**config.mk**
```make
export PLATFORM = sky130hd
export DESIGN_NAME = pwm_gray_bank
export DESIGN_NICKNAME = d
export VERILOG_FILES = /design/src/rtl/pwm_gray_pkg.sv /design/src/rtl/pwm_edge_sync.sv /design/src/rtl/pwm_sat_counter.sv /design/src/rtl/pwm_cmp_bank.sv /design/src/rtl/pwm_gray_bank.sv
export SDC_FILE = /design/constraint.sdc
export NUM_CORES = 1
export LEC_CHECK = 0
export ABC_AREA = 1
export BUFFER_PORTS_ARGS = -buffer_cell sky130_fd_sc_hd__buf_2
export CORE_UTILIZATION = 51
export DETAILED_ROUTE_END_ITERATION = 10
export GPL_ROUTABILITY_DRIVEN = 0
export GPL_TIMING_DRIVEN = 0
export PLACE_DENSITY = 0.91
export SYNTH_ARGS = -nofsm -noshare
export SYNTH_HDL_FRONTEND = slang
export SYNTH_HIERARCHICAL = 1
export SYNTH_SLANG_ARGS = --single-unit
```
**constraint.sdc**
```tcl
create_clock -name clk -period 2.02 [get_ports clk]
set_input_delay 0.303 -clock clk [delete_from_list [all_inputs] [get_ports clk]]
set_output_delay 0.303 -clock clk [all_outputs]
set_load 0.03 [all_outputs]
```
**src/rtl/pwm_gray_pkg.sv**
```systemverilog
package pwm_gray_pkg;
  localparam int unsigned DEF_COLS   = 64;
  localparam int unsigned DEF_CODE_W = 2;
  localparam int unsigned DEF_SYNC   = 2;

  typedef enum logic {CH_RED = 1'b0, CH_GREEN = 1'b1} chan_e;

  // Colour channel that drives column index idx
  function automatic chan_e col_channel(input int unsigned idx, input bit red_on_even);
    return (((idx % 2) == 0) == red_on_even) ? CH_RED : CH_GREEN;
  endfunction
endpackage

```
**src/rtl/pwm_edge_sync.sv**
```systemverilog
module pwm_edge_sync #(
  parameter int unsigned STAGES = 2
) (
  input  logic clk,
  input  logic rst_n,
  input  logic async_in,
  output logic level,
  output logic rise
);
  logic [STAGES-1:0] sync_q;
  logic [STAGES-1:0] sync_d;
  logic              prev_q;

  always_comb begin
    sync_d = {sync_q[STAGES-2:0], async_in};
  end

  always_ff @(posedge clk or negedge rst_n) begin
    if (!rst_n) begin
      sync_q <= '0;
      prev_q <= 1'b0;
    end else begin
      sync_q <= sync_d;
      prev_q <= sync_q[STAGES-1];
    end
  end

  assign level = sync_q[STAGES-1];
  assign rise  = sync_q[STAGES-1] & ~prev_q;
endmodule

```
**src/rtl/pwm_sat_counter.sv**
```systemverilog
module pwm_sat_counter #(
  parameter int unsigned W = 2
) (
  input  logic         clk,
  input  logic         rst_n,
  input  logic         clear,
  input  logic         step,
  output logic [W-1:0] count
);
  localparam logic [W-1:0] TOP = '1;

  logic [W-1:0] cnt_q;
  logic [W-1:0] cnt_d;
  logic         cnt_en;

  always_comb begin
    cnt_en = clear | (step & (cnt_q != TOP));
    cnt_d  = clear ? '0 : cnt_q + 1'b1;
  end

  always_ff @(posedge clk or negedge rst_n) begin
    if (!rst_n) begin
      cnt_q <= '0;
    end else if (cnt_en) begin
      cnt_q <= cnt_d;
    end
  end

  assign count = cnt_q;
endmodule

```
**src/rtl/pwm_cmp_bank.sv**
```systemverilog
module pwm_cmp_bank #(
  parameter int unsigned NUM_COL     = 64,
  parameter int unsigned CODE_W      = 2,
  parameter bit          RED_ON_EVEN = 1'b1
) (
  input  logic                       clk,
  input  logic                       rst_n,
  input  logic [NUM_COL*CODE_W-1:0]  codes,
  input  logic [CODE_W-1:0]          red_cnt,
  input  logic [CODE_W-1:0]          green_cnt,
  output logic [NUM_COL-1:0]         cols
);
  logic [NUM_COL-1:0] cols_d;
  logic [NUM_COL-1:0] cols_q;

  for (genvar i = 0; i < NUM_COL; i++) begin : g_col
    localparam pwm_gray_pkg::chan_e CH = pwm_gray_pkg::col_channel(i, RED_ON_EVEN);
    logic [CODE_W-1:0] ref_cnt;
    if (CH == pwm_gray_pkg::CH_RED) begin : g_red
      assign ref_cnt = red_cnt;
    end else begin : g_grn
      assign ref_cnt = green_cnt;
    end
    assign cols_d[i] = codes[i*CODE_W +: CODE_W] > ref_cnt;
  end

  always_ff @(posedge clk or negedge rst_n) begin
    if (!rst_n) begin
      cols_q <= '0;
    end else begin
      cols_q <= cols_d;
    end
  end

  assign cols = cols_q;
endmodule

```
**src/rtl/pwm_gray_bank.sv**
```systemverilog
module pwm_gray_bank #(
  parameter int unsigned NUM_COL     = pwm_gray_pkg::DEF_COLS,
  parameter int unsigned CODE_W      = pwm_gray_pkg::DEF_CODE_W,
  parameter int unsigned SYNC_STAGES = pwm_gray_pkg::DEF_SYNC,
  parameter bit          RED_ON_EVEN = 1'b1
) (
  input  logic                      clk,
  input  logic                      rst_n,
  input  logic                      load_strobe,
  input  logic                      red_cclk,
  input  logic                      green_cclk,
  input  logic [NUM_COL*CODE_W-1:0] code_bus,
  output logic [NUM_COL-1:0]        col_out
);
  logic              load_lvl;
  logic              load_rise;
  logic              red_lvl;
  logic              red_rise;
  logic              green_lvl;
  logic              green_rise;
  logic [CODE_W-1:0] red_cnt;
  logic [CODE_W-1:0] green_cnt;

  pwm_edge_sync #(.STAGES(SYNC_STAGES)) u_sync_load (
    .clk(clk), .rst_n(rst_n), .async_in(load_strobe), .level(load_lvl), .rise(load_rise)
  );
  pwm_edge_sync #(.STAGES(SYNC_STAGES)) u_sync_red (
    .clk(clk), .rst_n(rst_n), .async_in(red_cclk), .level(red_lvl), .rise(red_rise)
  );
  pwm_edge_sync #(.STAGES(SYNC_STAGES)) u_sync_green (
    .clk(clk), .rst_n(rst_n), .async_in(green_cclk), .level(green_lvl), .rise(green_rise)
  );

  pwm_sat_counter #(.W(CODE_W)) u_cnt_red (
    .clk(clk), .rst_n(rst_n), .clear(load_lvl), .step(red_rise), .count(red_cnt)
  );
  pwm_sat_counter #(.W(CODE_W)) u_cnt_green (
    .clk(clk), .rst_n(rst_n), .clear(load_lvl), .step(green_rise), .count(green_cnt)
  );

  pwm_cmp_bank #(.NUM_COL(NUM_COL), .CODE_W(CODE_W), .RED_ON_EVEN(RED_ON_EVEN)) u_cmp (
    .clk(clk), .rst_n(rst_n), .codes(code_bus),
    .red_cnt(red_cnt), .green_cnt(green_cnt), .cols(col_out)
  );
endmodule

```
==> run summary <==
Slew @ Worst Pin: 0.770 ns
GR Overflow Total: 0
Clk slew on worst S/H paths: 0.08 ns
Chip height: 107 um
Die span in x: 107 um
Register area: 1900 um^2
Post-Place Cells: 1017
Synthesis warning total: 6
Slew headroom: 48.7%
CP endpoint: u_cmp/cols[49]
# diodes: 0
DR vias/cell: 4.53
R2R Setup Slk: 0.11 ns
H-Tree Depth: 3
Share of cells above drive strength 1: 31.8%
Cell area after layout: 7070 um^2
Nets: 1153
Instance count of the mapped netlist: 680
Tmin final: 1.91 ns
Num CTS Buffers: 9
Post-DR wirelength/cell: 11.6 um
Worst hold start: red_cclk
Number of global-route vias before repair: 4816
CP arrival: 2.18 ns
Mapped cell area: 5650 um^2
FF-to-FF End: u_cmp/cols[49]
Antenna viol nets, final: 0
Unrepaired setup endpoints after global routing: yes
# Post-CTS Setup Buffers: 0
Core box area: 10800 um^2
PD cells: 647 nW/um^2
R2R depth: 4
Startpoint types: flop
Initial DRC count: 184
Crit. path cell count: 4
Starting density of the core: 52.3%
Critical path origin: u_cnt_green/count[1]
Clock Latency Late Sink: 0.34 ns
Placed standard-cell area: 6820 um^2
Status: finished clean
Pins Over Slew Limit: 0
Root buf cell: clkbuf_8
DPL Wire Length: 9.43 mm
Period utilization: 94.7%
Leak: 4.56 nW
Maximum root-to-sink buffer count: 2
Fin. Hold Viols: 0
Syn_area_per_cell: 8.30 um^2
FILL cells: 851
HP Class: input pin to flop
Multi-input gate area: 2750 um^2
# Max-Cap Violations: 0
Vias: 4693
Mapped Nets: 943
CTS tree: done
R2R Path Start: u_cnt_green/count[1]
Routed WL: 12.0 mm
IO Pins: 197
Total Routing Usage GR: 21.6%
Core Rows: 38
Setup WS pre-CTS: -0.0617 ns
Setup violators final: 0
Post-route setup slack: 0.107 ns
Setup Skew: 0.00991 ns
Sink Count: 76
Fmax: 523 MHz
Buf/Inv on CP: 1
Area delta synth->final: 25.2%
First-pass GRT wire length: 19.5 mm
Crit Path Max Fanout: 32
Cells along the critical path: clkinvlp_4 -> ha_1 -> nand2_1 -> a21oi_2
Slowest-stage cell, CP: clkinvlp_4
Worst setup EP type: flop
Largest net degree at the start of global routing: 41
I/O Buffers: 196
Critical Path RT: 2.29 ns
Largest stage delay on the critical path: 0.60 ns
Finished Layout Cells: 1035
Critical path type: flop to flop
Crit path max-delay family: buffers and inverters
Fin util: 65.5%
DIE AREA: 11500 um^2
VDD IR max: 0.354 mV
Initial antenna violation count: 0
Hold_ws: 0.0581 ns
Drt drc: 0
Drt first pass iters: 4
timing repair:
item / CTS / global route
cloned: 0 / 1
pin swaps: 0 / 0
endpoints found under the setup margin: 62 / 30
hold buffers: 1 / 0
gates resized for setup: 3 / 1
endpoints found under the hold margin: 39 / 0
area by class of cell:
class / count / area share (%)
Clock inverter: 5 / 1.06
Timing Repair Buffer: 198 / 14.3
Multi-Input combinational cell: 340 / 38.9
Inverter: 264 / 14.1
Sequential cell: 76 / 26.9
Clock buffer: 11 / 2.00
Timing Repair inverter: 1 / 0.106
Tap cell: 140 / 2.48
how the worst min path moves through the flow:
stage	endpoint	slack (ns)	cells after the start
after floorplan	u_cmp/cols[0]	0.007	0
after global placement	u_sync_red/sync_q[1]	0.33	0
after detailed placement	u_cmp/cols[51]	0.32	1
after CTS	u_sync_red/sync_q[0]	0.03	1
after global routing	u_sync_load/sync_q[0]	0.03	1
final	u_sync_red/sync_q[0]	0.06	1
metal layers:
layer | part of all wire, % | up-vias | GRT usage [%]
li1 | - | 2411 | -
met1 | 40 | 2097 | 21.5
met2 | 49 | 170 | 40.9
met3 | 10 | 15 | 8.45
met4 | 1.2 | 0 | 6.75
met5 | 0 | - | 0
state kept, by name (all words and copies together) (netlist names):
name                 count
u_cmp/cols              64
u_cnt_green/count        2
u_cnt_red/count          2
u_sync_green/sync_q      2
u_sync_load/sync_q       2
u_sync_red/sync_q        2
u_sync_green/prev_q      1
u_sync_red/prev_q        1
per-stage QoR:
step | TNS (ns) | power (mW)
after floorplan | 0 | 2.81
after global placement | -0.0510 | 3.24
after detailed placement | -0.559 | 3.32
after CTS | 0 | 4.63
after global routing | -0.0343 | 4.88
final | 0 | 4.57
where the power goes:
part | switching [mW] | internal, mW
Combinational | 0.959 | 0.540
Sequential | 0.0836 | 1.71
Clock | 0.560 | 0.725
cell usage in the layout (no fill, tap or decap):
master,instances
dlygate4sd3_1,1
ha_1,130
clkbuf_8,10
clkinvlp_4,3
bufinv_16,2
nand3_1,4
nand2_1,134
dfrtp_2,2
buf_12,1
buf_4,1
nor2_2,2
inv_1,260
nand4_1,2
a21oi_2,64
inv_2,2
dfrtp_1,74
nor2_1,2
a21oi_1,2
clkbuf_1,1
clkinv_2,3
buf_2,195
Power figures use the tool's default switching activity.
